===== src/rtl/tpg_pkg.sv =====
package tpg_pkg;

    localparam int TPG_MAXW     = 32;
    localparam int TPG_LENW     = 6;
    localparam int TPG_RATEW    = 3;
    localparam int TPG_RATE_MAX = 7;
    localparam int TPG_CNTW     = 24;
    localparam int TPG_SYNC     = 2;

    typedef enum logic {
        PAT_PRBS = 1'b0,
        PAT_WORD = 1'b1
    } pat_mode_e;

    typedef struct packed {
        pat_mode_e             mode;
        logic [TPG_LENW-1:0]   len;
        logic [TPG_LENW-1:0]   tap;
    } pat_cfg_t;

    typedef struct packed {
        logic vld;
        logic data;
    } tx_beat_t;

    // Bring a requested length into the legal range 1..TPG_MAXW.
    function automatic logic [TPG_LENW-1:0] clamp_len(input logic [TPG_LENW-1:0] l);
        if (l == '0)
            return TPG_LENW'(1);
        else if (int'(l) > TPG_MAXW)
            return TPG_LENW'(TPG_MAXW);
        else
            return l;
    endfunction

    // Is the rate exponent a legal decade setting?
    function automatic logic rate_on(input logic [TPG_RATEW-1:0] k);
        return (int'(k) >= 1) && (int'(k) <= TPG_RATE_MAX);
    endfunction

    // 10^k as a terminal count for the rate counter.
    function automatic logic [TPG_CNTW-1:0] decade_limit(input logic [TPG_RATEW-1:0] k);
        logic [TPG_CNTW-1:0] v;
        v = TPG_CNTW'(1);
        for (int i = 1; i <= TPG_RATE_MAX; i++) begin
            if (i <= int'(k))
                v = v * TPG_CNTW'(10);
        end
        return v;
    endfunction

endpackage


===== src/rtl/tpg_shift_gen.sv =====
module tpg_shift_gen
    import tpg_pkg::*;
#(
    parameter int W = TPG_MAXW
) (
    input  logic           clk,
    input  logic           rst,
    input  logic           ld,
    input  logic           adv,
    input  pat_cfg_t       cfg_in,
    input  logic [W-1:0]   seed,
    output logic           cur_bit
);

    localparam int IW = $clog2(W);

    pat_cfg_t              cfg_q;
    logic [W-1:0]          st_q;
    logic [W-1:0]          st_nxt;
    logic [W-1:0]          cur_mask;
    logic [W-1:0]          ld_mask;
    logic [W-1:0]          ld_val;
    logic [TPG_LENW-1:0]   ld_len;
    logic [IW-1:0]         hi_idx;
    logic [IW-1:0]         tap_idx;
    logic                  tap_ok;
    logic                  hi_bit;
    logic                  fb;

    // Ones in the low l positions.
    function automatic logic [W-1:0] mask_of(input logic [TPG_LENW-1:0] l);
        logic [W-1:0] m;
        m = '0;
        for (int i = 0; i < W; i++) begin
            if (i < int'(l))
                m[i] = 1'b1;
        end
        return m;
    endfunction

    // Load path: clamp length, mask the seed, avoid the all-zero lock-up.
    always_comb begin
        ld_len  = clamp_len(cfg_in.len);
        ld_mask = mask_of(ld_len);
        ld_val  = seed & ld_mask;
        if (cfg_in.mode == PAT_PRBS && ld_val == '0)
            ld_val = ld_mask;
    end

    // Step path: shared by both modes; the word mode has no tap term.
    always_comb begin
        cur_mask = mask_of(cfg_q.len);
        hi_idx   = IW'(cfg_q.len - TPG_LENW'(1));
        tap_idx  = IW'(cfg_q.tap - TPG_LENW'(1));
        tap_ok   = (cfg_q.mode == PAT_PRBS) && (cfg_q.tap != '0) && (cfg_q.tap < cfg_q.len);
        hi_bit   = st_q[hi_idx];
        fb       = hi_bit ^ (tap_ok & st_q[tap_idx]);
        st_nxt   = {st_q[W-2:0], fb} & cur_mask;
        cur_bit  = hi_bit;
    end

    always_ff @(posedge clk) begin
        if (rst) begin
            cfg_q <= '{mode: PAT_PRBS, len: TPG_LENW'(1), tap: '0};
            st_q  <= '0;
        end else if (ld) begin
            cfg_q <= '{mode: cfg_in.mode, len: ld_len, tap: cfg_in.tap};
            st_q  <= ld_val;
        end else if (adv) begin
            st_q  <= st_nxt;
        end
    end

    AST_SEED_NONZERO: assert property (@(posedge clk) disable iff (rst)
        (ld && cfg_in.mode == PAT_PRBS) |=> (st_q != '0));

    AST_IDLE_HOLD: assert property (@(posedge clk) disable iff (rst)
        (!ld && !adv) |=> $stable(st_q));

    AST_LEN_LEGAL: assert property (@(posedge clk) disable iff (rst)
        ld |=> (cfg_q.len != '0 && int'(cfg_q.len) <= W));

endmodule


===== src/rtl/tpg_err_sync.sv =====
module tpg_err_sync
    import tpg_pkg::*;
#(
    parameter int STAGES = TPG_SYNC
) (
    input  logic clk,
    input  logic rst,
    input  logic pin,
    output logic edge_pulse
);

    logic [STAGES-1:0] sr_q;
    logic              prev_q;

    generate
        if (STAGES == 1) begin : g_one
            always_ff @(posedge clk) begin
                if (rst) sr_q <= '0;
                else     sr_q <= pin;
            end
        end else begin : g_chain
            always_ff @(posedge clk) begin
                if (rst) sr_q <= '0;
                else     sr_q <= {sr_q[STAGES-2:0], pin};
            end
        end
    endgenerate

    always_ff @(posedge clk) begin
        if (rst) prev_q <= 1'b0;
        else     prev_q <= sr_q[STAGES-1];
    end

    assign edge_pulse = sr_q[STAGES-1] ^ prev_q;

endmodule


===== src/rtl/tpg_rate_ins.sv =====
module tpg_rate_ins
    import tpg_pkg::*;
(
    input  logic                  clk,
    input  logic                  rst,
    input  logic                  clr,
    input  logic                  adv,
    input  logic [TPG_RATEW-1:0]  rate,
    output logic                  hit
);

    logic [TPG_CNTW-1:0] cnt_q;
    logic [TPG_CNTW-1:0] lim_m1;
    logic                on;

    always_comb begin
        on     = rate_on(rate);
        lim_m1 = decade_limit(rate) - TPG_CNTW'(1);
        hit    = on && adv && (cnt_q == lim_m1);
    end

    always_ff @(posedge clk) begin
        if (rst || clr || !on)
            cnt_q <= '0;
        else if (adv)
            cnt_q <= hit ? '0 : cnt_q + TPG_CNTW'(1);
    end

    AST_RATE_RESTART: assert property (@(posedge clk) disable iff (rst)
        hit |=> (cnt_q == '0));

    AST_RATE_IDLE: assert property (@(posedge clk) disable iff (rst)
        (rate == '0) |=> (cnt_q == '0));

endmodule


===== src/rtl/tpg_top.sv =====
module tpg_top
    import tpg_pkg::*;
(
    input  logic                  clk,
    input  logic                  rst,
    input  logic                  enable,
    input  logic                  mode_sel,
    input  logic [TPG_LENW-1:0]   cfg_len,
    input  logic [TPG_LENW-1:0]   cfg_tap,
    input  logic [TPG_MAXW-1:0]   cfg_seed,
    input  logic                  load,
    input  logic                  bit_en,
    input  logic                  err_single,
    input  logic                  err_pin,
    input  logic [TPG_RATEW-1:0]  err_rate,
    output logic                  tx_bit,
    output logic                  tx_vld
);

    pat_cfg_t  cfg_in;
    tx_beat_t  beat_q;
    logic      ld;
    logic      adv;
    logic      gen_bit;
    logic      pin_pulse;
    logic      rate_hit;
    logic      req;
    logic      pend_q;
    logic      flip;

    always_comb begin
        cfg_in = '{mode: pat_mode_e'(mode_sel), len: cfg_len, tap: cfg_tap};
        ld     = load && enable;
        adv    = enable && bit_en && !load;
        req    = enable && (err_single || pin_pulse);
        flip   = adv && (pend_q || req || rate_hit);
    end

    tpg_shift_gen #(.W(TPG_MAXW)) u_gen (
        .clk     (clk),
        .rst     (rst),
        .ld      (ld),
        .adv     (adv),
        .cfg_in  (cfg_in),
        .seed    (cfg_seed),
        .cur_bit (gen_bit)
    );

    tpg_err_sync #(.STAGES(TPG_SYNC)) u_sync (
        .clk        (clk),
        .rst        (rst),
        .pin        (err_pin),
        .edge_pulse (pin_pulse)
    );

    tpg_rate_ins u_rate (
        .clk  (clk),
        .rst  (rst),
        .clr  (ld),
        .adv  (adv),
        .rate (err_rate),
        .hit  (rate_hit)
    );

    always_ff @(posedge clk) begin
        if (rst)
            pend_q <= 1'b0;
        else if (adv)
            pend_q <= 1'b0;
        else if (req)
            pend_q <= 1'b1;
    end

    always_ff @(posedge clk) begin
        if (rst)
            beat_q <= '{vld: 1'b0, data: 1'b0};
        else if (adv)
            beat_q <= '{vld: 1'b1, data: gen_bit ^ flip};
        else
            beat_q <= '{vld: 1'b0, data: 1'b0};
    end

    assign tx_bit = beat_q.data;
    assign tx_vld = beat_q.vld;

    AST_VLD_QUALIFIED: assert property (@(posedge clk) disable iff (rst)
        tx_vld |-> $past(enable && bit_en && !load));

    AST_DISABLED_QUIET: assert property (@(posedge clk) disable iff (rst)
        !enable |=> !tx_vld);

    AST_PEND_DRAIN: assert property (@(posedge clk) disable iff (rst)
        adv |=> !pend_q);

endmodule


===== config.mk =====
export PLATFORM = sky130hd
export DESIGN_NAME = tpg_top
export DESIGN_NICKNAME = d
export VERILOG_FILES = /design/src/rtl/tpg_pkg.sv /design/src/rtl/tpg_shift_gen.sv /design/src/rtl/tpg_err_sync.sv /design/src/rtl/tpg_rate_ins.sv /design/src/rtl/tpg_top.sv
export SDC_FILE = /design/constraint.sdc
export NUM_CORES = 1
export LEC_CHECK = 0
export ABC_AREA = 1
export BUFFER_PORTS_ARGS = -buffer_cell sky130_fd_sc_hd__buf_4
export CORE_MARGIN = 4
export CORE_UTILIZATION = 35
export CTS_BUF_LIST = sky130_fd_sc_hd__clkbuf_16
export CTS_CLUSTER_SIZE = 40
export DETAILED_ROUTE_END_ITERATION = 6
export PLACE_DENSITY = 0.6
export SYNTH_ARGS = -nofsm -noshare
export SYNTH_HDL_FRONTEND = slang
export SYNTH_SLANG_ARGS = --single-unit

===== constraint.sdc =====
create_clock -name clk -period 16.95 [get_ports clk]
set_input_delay 3.39 -clock clk [delete_from_list [all_inputs] [get_ports clk]]
set_output_delay 3.39 -clock clk [all_outputs]
set_load 0.01 [all_outputs]

==> results of run 1 <==
-- final timing paths --
check,end,cells past startpoint,from
hold reg to reg,u_sync.sr_q[1]$_SDFF_PP0_,2,u_sync.sr_q[0]$_SDFF_PP0_
setup / recovery,u_rate.cnt_q[19]$_SDFFE_PP0P_,55,err_rate[0]
setup reg to reg,u_gen.st_q[0]$_SDFFE_PP0P_,14,u_gen.cfg_q[0]$_SDFFE_PP0P_
hold / removal,u_sync.sr_q[1]$_SDFF_PP0_,2,u_sync.sr_q[0]$_SDFF_PP0_
-- cells by family after synthesis --
logic type,synth area share
buffers and inverters,0.111
DFF,0.130
and+or+nand+nor,0.394
adders and majority gates,0.140
xor gates and xnor gates,0.0425
AOI/OAI and AO/OA,0.182
-- area by class of cell --
| class | count | share of cell area |
|---|---|---|
| multi-input cells | 1554 | 0.692 |
| flip-flops and latches | 75 | 0.119 |
| inverters | 282 | 0.0841 |
| well taps | 442 | 0.0438 |
| repair buffers | 61 | 0.0363 |
| clock buffers | 9 | 0.0179 |
| clock inverters | 7 | 0.00655 |
-- cells in the final DEF (no fill, tap or decap), drive strengths merged, types with 6 or more instances in the layout --
cell,instances
nand3,187
or2,15
o211ai,29
nand3b,13
o21ai,122
nand2,516
clkbuf,9
ha,121
nor4,7
buf,61
nor2,208
inv,283
nor3,25
a31oi,25
dfxtp,75
o21bai,6
xor2,36
nand4,33
xnor2,19
a21oi,139
a221oi,7
-- stage by stage --
step | hold WS, ns | util
after floorplan | 0.388 | -
after global routing | 0.473 | 0.389
final | 0.437 | 0.389
after global placement | 0.427 | 0.379
after detailed placement | 0.427 | 0.379
after CTS | 0.436 | 0.389
-- cell usage after synthesis (all sizes together), types with 15 or more instances --
cell type / n
a21oi: 139
a31oi: 25
buf: 15
clkbuf: 32
dfxtp: 75
ha: 121
inv: 279
nand2: 516
nand3: 187
nand4: 33
nor2: 208
nor3: 25
o211ai: 29
o21ai: 122
or2: 15
xnor2: 19
xor2: 36
-- report_power, final --
part / internal [uW] / leakage [uW] / switching [uW] / total, uW
Sequential: 184 / 0.000613 / 9.63 / 194
Clock: 117 / 0.000145 / 85.2 / 202
Combinational: 282 / 0.00552 / 543 / 825
Total: 584 / 0.00628 / 638 / 1220
-- sequential cells by signal, indices dropped and copies added, names as in the netlist --
name and flops:
u_sync.sr_q 2, tx_bit 1, tx_vld 1, u_rate.cnt_q 24
u_gen.cfg_q 13, u_sync.prev_q 1, u_gen.st_q 32, pend_q 1
-- critical path: cells and delay by family --
family / cells / cell delay (ns)
xor+xnor: 2 / 0.32
fa+ha+maj: 10 / 3.25
compound gates: 4 / 0.86
buf+inv: 8 / 0.72
simple gates: 31 / 4.91
-- per-layer routing --
metal | track usage | vias to the layer above | part of all wire
met5 | 0 | - | 0
met4 | 0.0473 | 0 | 0.023
met3 | 0.0218 | 54 | 0.042
met2 | 0.334 | 300 | 0.46
met1 | 0.279 | 5918 | 0.47
li1 | - | 6530 | -
==> impl_metrics.ini, run 1 <==
[status]
outcome = finished, final reports clean

[clock_tree]
holdBufCountCts = 0
clock_sinks = 75
cts_tree = done
ctsResizeCount = 0
cts-root-buf = clkbuf_16
clk_pin_slew_worst_paths_ns = 0.07
clk_latency_ns = 0.34
cts_buffers = 9
cts_htree_levels = 3
cts_buffer_depth = 2
post-cts-setup-buffers = 0

[layout]
syn2layout_area_growth_pct = 9.58
antenna_cells = 0
n_fill_cell = 3571
multi_input_comb_area_sq_mm = 0.00873
drive_above_1_share = 0.0875
fin_cells = 2430
design_area_sq_mm = 0.0126
layout.nets = 2164
regArea_sq_mm = 0.00150

[floorplan]
die_w_microns = 189
dieArea_sq_mm = 0.0358
ioPinCount = 57
initial_core_util = 0.355
core_area_sq_mm = 0.0325
fp-row-count = 66
die_y_microns = 189

[setup_path]
crit_path_start_kind = primary input
crit_path_end_kind = flop
crit_path_max_fanout = 23
critPathKind = in -> reg
cp.required_ns = 17.14
reg2reg_setup_slack_ns = 12.99
cpMaxStageDelayCell = nor4_1
arrival_ns = 13.48
slowest_delay_ns = 0.51
crit_top_cell = nand2_1

[sta]
rsz0062_at_grt = false
slew_headroom = 0.277
setup_slack_ns = 3.66
final_max_slew_viol_count = 0
tns_ns = 0
fmax_mhz = 75.2
worst_pin_slew_ns = 1.08
setup_viol = 0
finalWorstPathRequiredPeriod_ns = 13.29
fin_crit_sh = 0.784
clock-skew-final_ns = 0.0142
hold_violations = 0

[yosys]
synth.area.top_cells = nand2_1 16%, ha_1 13%, dfxtp_1 13%
synth_cell_type_count = 56
syn_area_sq_mm = 0.0115
synth_top_cell_by_area = nand2_1
synthArstFlopShare = 0
synth_nets = 2139
synth_warnings = 0
synth.avg_cell_area_sq_um = 5.88
synth-edff-count = 0
yosys_register_bits = 75
syn_inst = 1958
seq_area_frac_synth = 0.130
synth_ff_type = dfxtp_1
synth_top_area_frac = 0.162

[global_routing]
grt_pass1_vias = 12100
grt_max_degree = 52
antenna_found_initial = 0
grt_usage = 0.201
grt_first_pass_wirelength_microns = 60400
overflow = 0

[run]
drv_cap = 0

[pwr]
peakVddDrop_mv = 0.0496
leakage_uw = 0.00628
power_uw = 1220
power_density_mw_per_mm2 = 96.8

[route]
wl_per_cell_microns = 15.1
drt_iter0_drc = 855
routed_wl_microns = 36800
vias = 12800
first_pass_iters = 6
remaining_drc_errors = 0
ant_nets = 0
vias_per_cell = 5.27

[place]
hpwlAfterDp_microns = 30400
io_buffers = 56
post_dp_cell_area_sq_mm = 0.0123
place_congestion = 0.944
post-place-cells = 2414
preCtsSetupSlack_ns = 3.46

[hold_path]
min_path_type = reg -> reg
(Power assumes the default switching activity.)
==> inputs of run 2 (changes only) <==
- ABC_AREA: 1 -> 0
- PLACE_DENSITY: 0.6 -> 0.62
- clock period: 16.95 -> 12.05 ns (I/O delays scaled with it)
==> run 2 against run 1 <==
The run now ends with capacitance limit, slew limit left. First-iteration DRC count grew 9.9%. Utilization grew 3.1 points. Register-to-register slack lost 4.7 ns. Total power grew 51%. Clock power grew 31%. Flip-flop and latch count is the same. Clock-buffer cell count is the same. Final area grew 2.1%. Final cell count shrank 21%.
==> impl_metrics.ini, run 2 <==
[clock_tree]
clk_latency_ns = 0.35
clk_pin_slew_worst_paths_ns = 0.07
cts_buffers = 9
clock_sinks = 75
cts-root-buf = clkbuf_16
cts_htree_levels = 3
cts_buffer_depth = 2
holdBufCountCts = 0
cts_tree = done

[sta]
fmax_mhz = 85.5
slew_headroom = -0.203
fin_crit_sh = 0.971
final_max_slew_viol_count = 6
clock-skew-final_ns = 0.00926
finalWorstPathRequiredPeriod_ns = 11.70
tns_ns = 0
worst_pin_slew_ns = 1.79
setup_viol = 0
hold_violations = 0

[route]
remaining_drc_errors = 0
ant_nets = 0
top_layer = met4
vias = 11400
first_pass_iters = 5
met2_length_microns = 17300
vias_per_cell = 5.90
wl_per_cell_microns = 18.5
drt-met1-wl_microns = 15300
dr_wl_met3_microns = 1670
drt_iter0_drc = 940
routed_wl_microns = 35600

[yosys]
seq_area_frac_synth = 0.138
yosys-top-cells-count = 162 x nor2_1, 131 x nand2_1, 121 x ha_1
synthArstFlopShare = 0
synth_ff_type = dfxtp_1
synth_warnings = 0
synth_top_area_frac = 0.139
synth_nets = 1626
synth_cell_type_count = 94
yosys_register_bits = 75
synth.avg_cell_area_sq_um = 7.55
synth_top_cell_by_area = ha_1
syn_area_sq_mm = 0.0109
synth_most_common_cell = nor2_1
synth-edff-count = 0
synth.area.top_cells = ha_1 14%, dfxtp_1 14%, nor2_1 5.6%
syn_inst = 1445

[pwr]
swShare = 0.466
power_density_mw_per_mm2 = 143
leakage_uw = 0.00519
internal_power_uw = 983
comb_power_share = 0.710
peakVddDrop_mv = 0.0822
power_uw = 1840
p_clk_frac = 0.144
seqPwrFrac = 0.146
switching_power_uw = 859

[floorplan]
die_y_microns = 185
ioPinCount = 57
initial_core_util = 0.356
dieArea_sq_mm = 0.0340
fp-row-count = 64
die_w_microns = 185
core_area_sq_mm = 0.0307

[global_routing]
grt_first_pass_wirelength_microns = 56700
grt_usage = 0.202
antenna_found_initial = 0
grt_max_degree = 56
overflow = 0
grt_pass1_vias = 10900

[place]
io_buffers = 56
place_congestion = 0.933
hpwlAfterDp_microns = 27600

[layout]
antenna_cells = 0
top_register = u_gen.st_q
final_cell_mix = 157 x nor2_1, 147 x buf_4, 129 x nand2_1
largest_register_ffs = 32
reg_top3 = u_gen.st_q: 32 flops, u_rate.cnt_q: 24 flops, u_gen.cfg_q: 13 flops
final_common_cell = nor2_1
drive_above_1_share = 0.184
syn2layout_area_growth_pct = 18.1
layout.nets = 1705

[setup_path]
slowest_delay_ns = 0.66
crit_path_max_fanout = 7
crit_path_end_kind = flop
crit_path_start_kind = primary input
cpMaxStageDelayCell = or4_4
arrival_ns = 11.94
cp.required_ns = 12.30
crit_top_cell = ha_4
critPathKind = in -> reg

[status]
failed_checks = capacitance limit, slew limit
outcome = finished with violations

[hold_path]
min_path_type = reg -> reg

[run]
drv_cap = 1
-- run 2: logic make-up (layout without fill, tap and decap cells) --
logic type | after synthesis | after routing | share of synthesized area
adder cells (fa/ha/maj) | 128 | 128 | 0.150
flip-flops | 75 | 75 | 0.138
multiplexers | 42 | 42 | 0.0632
AO/OA/AOI/OAI | 433 | 433 | 0.279
XOR/XNOR | 109 | 109 | 0.0901
buffers and inverters | 150 | 231 | 0.0579
AND/OR/NAND/NOR | 508 | 511 | 0.222
-- run 2: worst paths after layout --
kind | startpoint | end | slack (ns) | depth (start not counted)
worst max-delay path | err_rate[1] | tx_bit$_SDFF_PP0_ | 0.35 | 48
worst min-delay path | u_sync.sr_q[0]$_SDFF_PP0_ | u_sync.sr_q[1]$_SDFF_PP0_ | 0.45 | 1
worst max register to register | u_gen.cfg_q[0]$_SDFFE_PP0P_ | u_gen.st_q[0]$_SDFFE_PP0P_ | 8.32 | 10
worst min register to register | u_sync.sr_q[0]$_SDFF_PP0_ | u_sync.sr_q[1]$_SDFF_PP0_ | 0.45 | 1
-- run 2: final cells by class --
| cell class | instances | area (sq um) |
|---|---|---|
| Clock buffer | 9 | 225 |
| Clock inverter | 7 | 65.1 |
| Fill cell | 3145 | 17800 |
| Inverter | 68 | 258 |
| Multi-Input combinational cell | 1223 | 9230 |
| Sequential cell | 75 | 1500 |
| Tap cell | 396 | 495 |
| Timing Repair Buffer | 147 | 1100 |
-- run 2: critical path, delay by kind of cell --
family                     cells  cell delay, ns
and+or+nand+nor               11            2.64
adders and majority gates     10            2.61
muxes                          1            0.14
AOI/OAI and AO/OA             15            2.85
xor gates and xnor gates       4            0.67
buffers and inverters          7            0.62
-- run 2: power by group through the flow --
| stage | logic (uW) | registers [uW] | clock network [uW] |
|---|---|---|---|
| floorplan | 846 | 270 | 0 |
| global placement | 1170 | 274 | 0 |
| detailed placement | 1180 | 275 | 0 |
| CTS | 1190 | 269 | 270 |
| global route | 1440 | 271 | 281 |
| finish | 1310 | 269 | 265 |
-- run 2: metrics by stage --
stage	hold slack [ns]	setup WS [ns]	area, sq um	std cells	utilization
3_3_place_gp	0.424	-0.229	12200	1889	0.397
2_1_floorplan	0.414	0.0220	11100	1445	-
4_1_cts	0.454	0.0966	12500	1907	0.407
3_5_place_dp	0.432	-0.381	12200	1889	0.397
5_1_grt	0.460	-0.0981	12900	1925	0.420
6_report	0.445	0.353	12900	1925	0.420
-- run 2: routing by layer --
layer,global-route usage,up-vias
met5,0,-
met4,0.0754,0
met3,0.0205,82
met2,0.356,368
met1,0.256,5360
li1,-,5552
-- run 2: repair_timing --
item	in CTS	in global routing
gates resized for setup	0	52
cloned	0	3
setup buffers	2	15
pin swaps	1	20
endpoints found under the setup margin	23	25
==> inputs of run 3 (changes only) <==
- PLACE_DENSITY: 0.62 -> 0.61
- clock period: 12.05 -> 13.7 ns (I/O delays scaled with it)
==> run 3 against run 2 <==
The run now ends clean. Register-to-register slack gained 1.7 ns. Clock skew shrank 0.0027 ns. Die area is the same. Clock-buffer cell count is the same. Flip-flop and latch count is the same. Via count shrank 2.0%. Sequential share of layout area grew 0.86 points. Sequential power shrank 12%. Worst hold slack lost 0.0027 ns. Total power shrank 23%. Global-route usage shrank 0.32 points. Critical endpoint is now u_rate.cnt_q[9]$_SDFFE_PP0P_.
==> impl_metrics.ini, run 3 (synthesized netlist as in run 2, its figures left out) <==
[sta]
setup_viol = 0
final_max_slew_viol_count = 0
clock-skew-final_ns = 0.00653
setup_slack_ns = 0.728
hold_violations = 0
fmax_mhz = 77.1
worst_pin_slew_ns = 0.972
fin_crit_sh = 0.947
finalWorstPathRequiredPeriod_ns = 12.97
slew_headroom = 0.351
fin_hold_ws_ns = 0.443

[place]
preCtsSetupSlack_ns = 0.0110
io_buffers = 56
post_dp_cell_area_sq_mm = 0.0116
place_congestion = 0.926
hpwlAfterDp_microns = 27300

[clock_tree]
clk_pin_slew_worst_paths_ns = 0.06
cts_htree_levels = 3
clk_latency_ns = 0.34
clock_sinks = 75
cts_buffers = 9
cts-root-buf = clkbuf_16
cts_tree = done
holdBufCountCts = 0
cts_buffer_depth = 2

[pwr]
leakage_uw = 0.00480
power_density_mw_per_mm2 = 118
peakVddDrop_mv = 0.0584

[route]
vias = 11100
remaining_drc_errors = 0
first_pass_iters = 5
drt_iter0_drc = 831
vias_per_cell = 5.99
routed_wl_microns = 34800
wl_per_cell_microns = 18.8
ant_nets = 0

[setup_path]
cp.required_ns = 13.93
crit_path_max_fanout = 23
arrival_ns = 13.20
reg2reg_to = u_gen.st_q[0]$_SDFFE_PP0P_
rr_worst_depth = 10
crit_family = simple AND/OR/NAND/NOR gates
crit_path_end_kind = flop
crit-reg2reg-launch = u_gen.cfg_q[0]$_SDFFE_PP0P_
cp.depth = 45
worstSetupStartpoint = err_rate[2]
crit_buf_inv = 5
crit_end = u_rate.cnt_q[9]$_SDFFE_PP0P_
reg2reg_setup_slack_ns = 10.01
crit_path_start_kind = primary input
slowest_delay_ns = 0.56
crit_top_cell = ha_1
critPathKind = in -> reg
cpMaxStageDelayCell = or4_4

[layout]
syn2layout_area_growth_pct = 9.99
final_common_cell = nor2_1
n_fill_cell = 3196
design_area_sq_mm = 0.0120
antenna_cells = 0
top_register = u_gen.st_q
reg_top3 = u_gen.st_q: 32 flops, u_rate.cnt_q: 24 flops, u_gen.cfg_q: 13 flops
layout.nets = 1638
largest_register_ffs = 32
drive_above_1_share = 0.111
final_cell_mix = 162 x nor2_1, 131 x nand2_1, 120 x ha_1

[hold_path]
min_path_type = reg -> reg
hold_depth = 1

[floorplan]
initial_core_util = 0.356
fp-row-count = 64
ioPinCount = 57
die_y_microns = 185
dieArea_sq_mm = 0.0340
die_w_microns = 185
core_area_sq_mm = 0.0307

[run]
drv_cap = 0

[global_routing]
antenna_found_initial = 0
overflow = 0
grt_max_degree = 56
grt_first_pass_wirelength_microns = 56000
grt_pass1_vias = 10600
grt_usage = 0.199

[status]
outcome = finished, final reports clean
[run 3: cell types whose count changed in the layout (fill, tap and decap cells not counted), moves of 3 or more]
cell     change
buf_4       -64
ha_1        +11
ha_4         -8
a21oi_1      +7
a21oi_2      -6
nor2_1       +5
o21ai_0      +5
nor2_2       -4
ha_2         -3
nand2_2      -3
o21ai_1      -3
[run 3: worst min-delay path by stage]
| stage | start | to | slack [ns] |
|---|---|---|---|
| 4_1_cts | u_sync.sr_q[0]$_SDFF_PP0_ | u_sync.sr_q[1]$_SDFF_PP0_ | 0.45 |
| 5_1_grt | u_sync.sr_q[0]$_SDFF_PP0_ | u_sync.sr_q[1]$_SDFF_PP0_ | 0.46 |
| 3_3_place_gp | u_sync.sr_q[0]$_SDFF_PP0_ | u_sync.sr_q[1]$_SDFF_PP0_ | 0.42 |
| 2_1_floorplan | u_sync.sr_q[0]$_SDFF_PP0_ | u_sync.sr_q[1]$_SDFF_PP0_ | 0.41 |
| 3_5_place_dp | u_sync.sr_q[0]$_SDFF_PP0_ | u_sync.sr_q[1]$_SDFF_PP0_ | 0.44 |
| 6_report | u_sync.sr_q[0]$_SDFF_PP0_ | u_sync.sr_q[1]$_SDFF_PP0_ | 0.44 |
[run 3: what timing repair did]
action / in CTS / in global routing
endpoints found under the setup margin: 0 / 25
resized for setup: 0 / 12
hold endpoints to repair: 0 / 0
buffers inserted: 0 / 3
[run 3: routing by layer]
layer,vias up,GRT usage,wire [microns]
li1,5414,-,-
met1,5264,0.260,15500
met2,376,0.342,16400
met3,78,0.0189,1730
met4,0,0.0713,1210
met5,-,0,0
[run 3: worst register-to-register path, delay by kind of cell, from the launching register on]
kind | cells | cell delay [ns]
AOI/OAI and AO/OA | 3 | 0.52
DFF | 1 | 0.78
buffers and inverters | 1 | 0.19
xor gates and xnor gates | 1 | 0.08
adders and majority gates | 1 | 0.63
and+or+nand+nor | 1 | 0.10
muxes | 3 | 1.31
[run 3: power breakdown]
group	internal [uW]	switching, uW	total [uW]	leakage [uW]
Combinational	378	570	947	0.00405
Clock	128	108	236	0.000141
Sequential	227	11.5	238	0.000612
[run 3: layout make-up]
type / instances / area, sq um / share of cell area
inverters: 68 / 258 / 0.0215
flip-flops and latches: 75 / 1500 / 0.125
clock buffers: 9 / 225 / 0.0188
multi-input cells: 1220 / 8830 / 0.736
well taps: 396 / 495 / 0.0413
clock inverters: 7 / 65.1 / 0.00542
repair buffers: 83 / 623 / 0.0519
[run 3: through the flow]
| stage | cells | setup TNS (ns) | power [uW] | utilization |
|---|---|---|---|---|
| global placement | 1839 | 0 | 1160 | 0.379 |
| global route | 1858 | -0.127 | 1540 | 0.391 |
| finish | 1858 | 0 | 1420 | 0.391 |
| floorplan | 1445 | 0 | 951 | - |
| detailed placement | 1839 | 0 | 1160 | 0.379 |
| CTS | 1855 | 0 | 1400 | 0.389 |
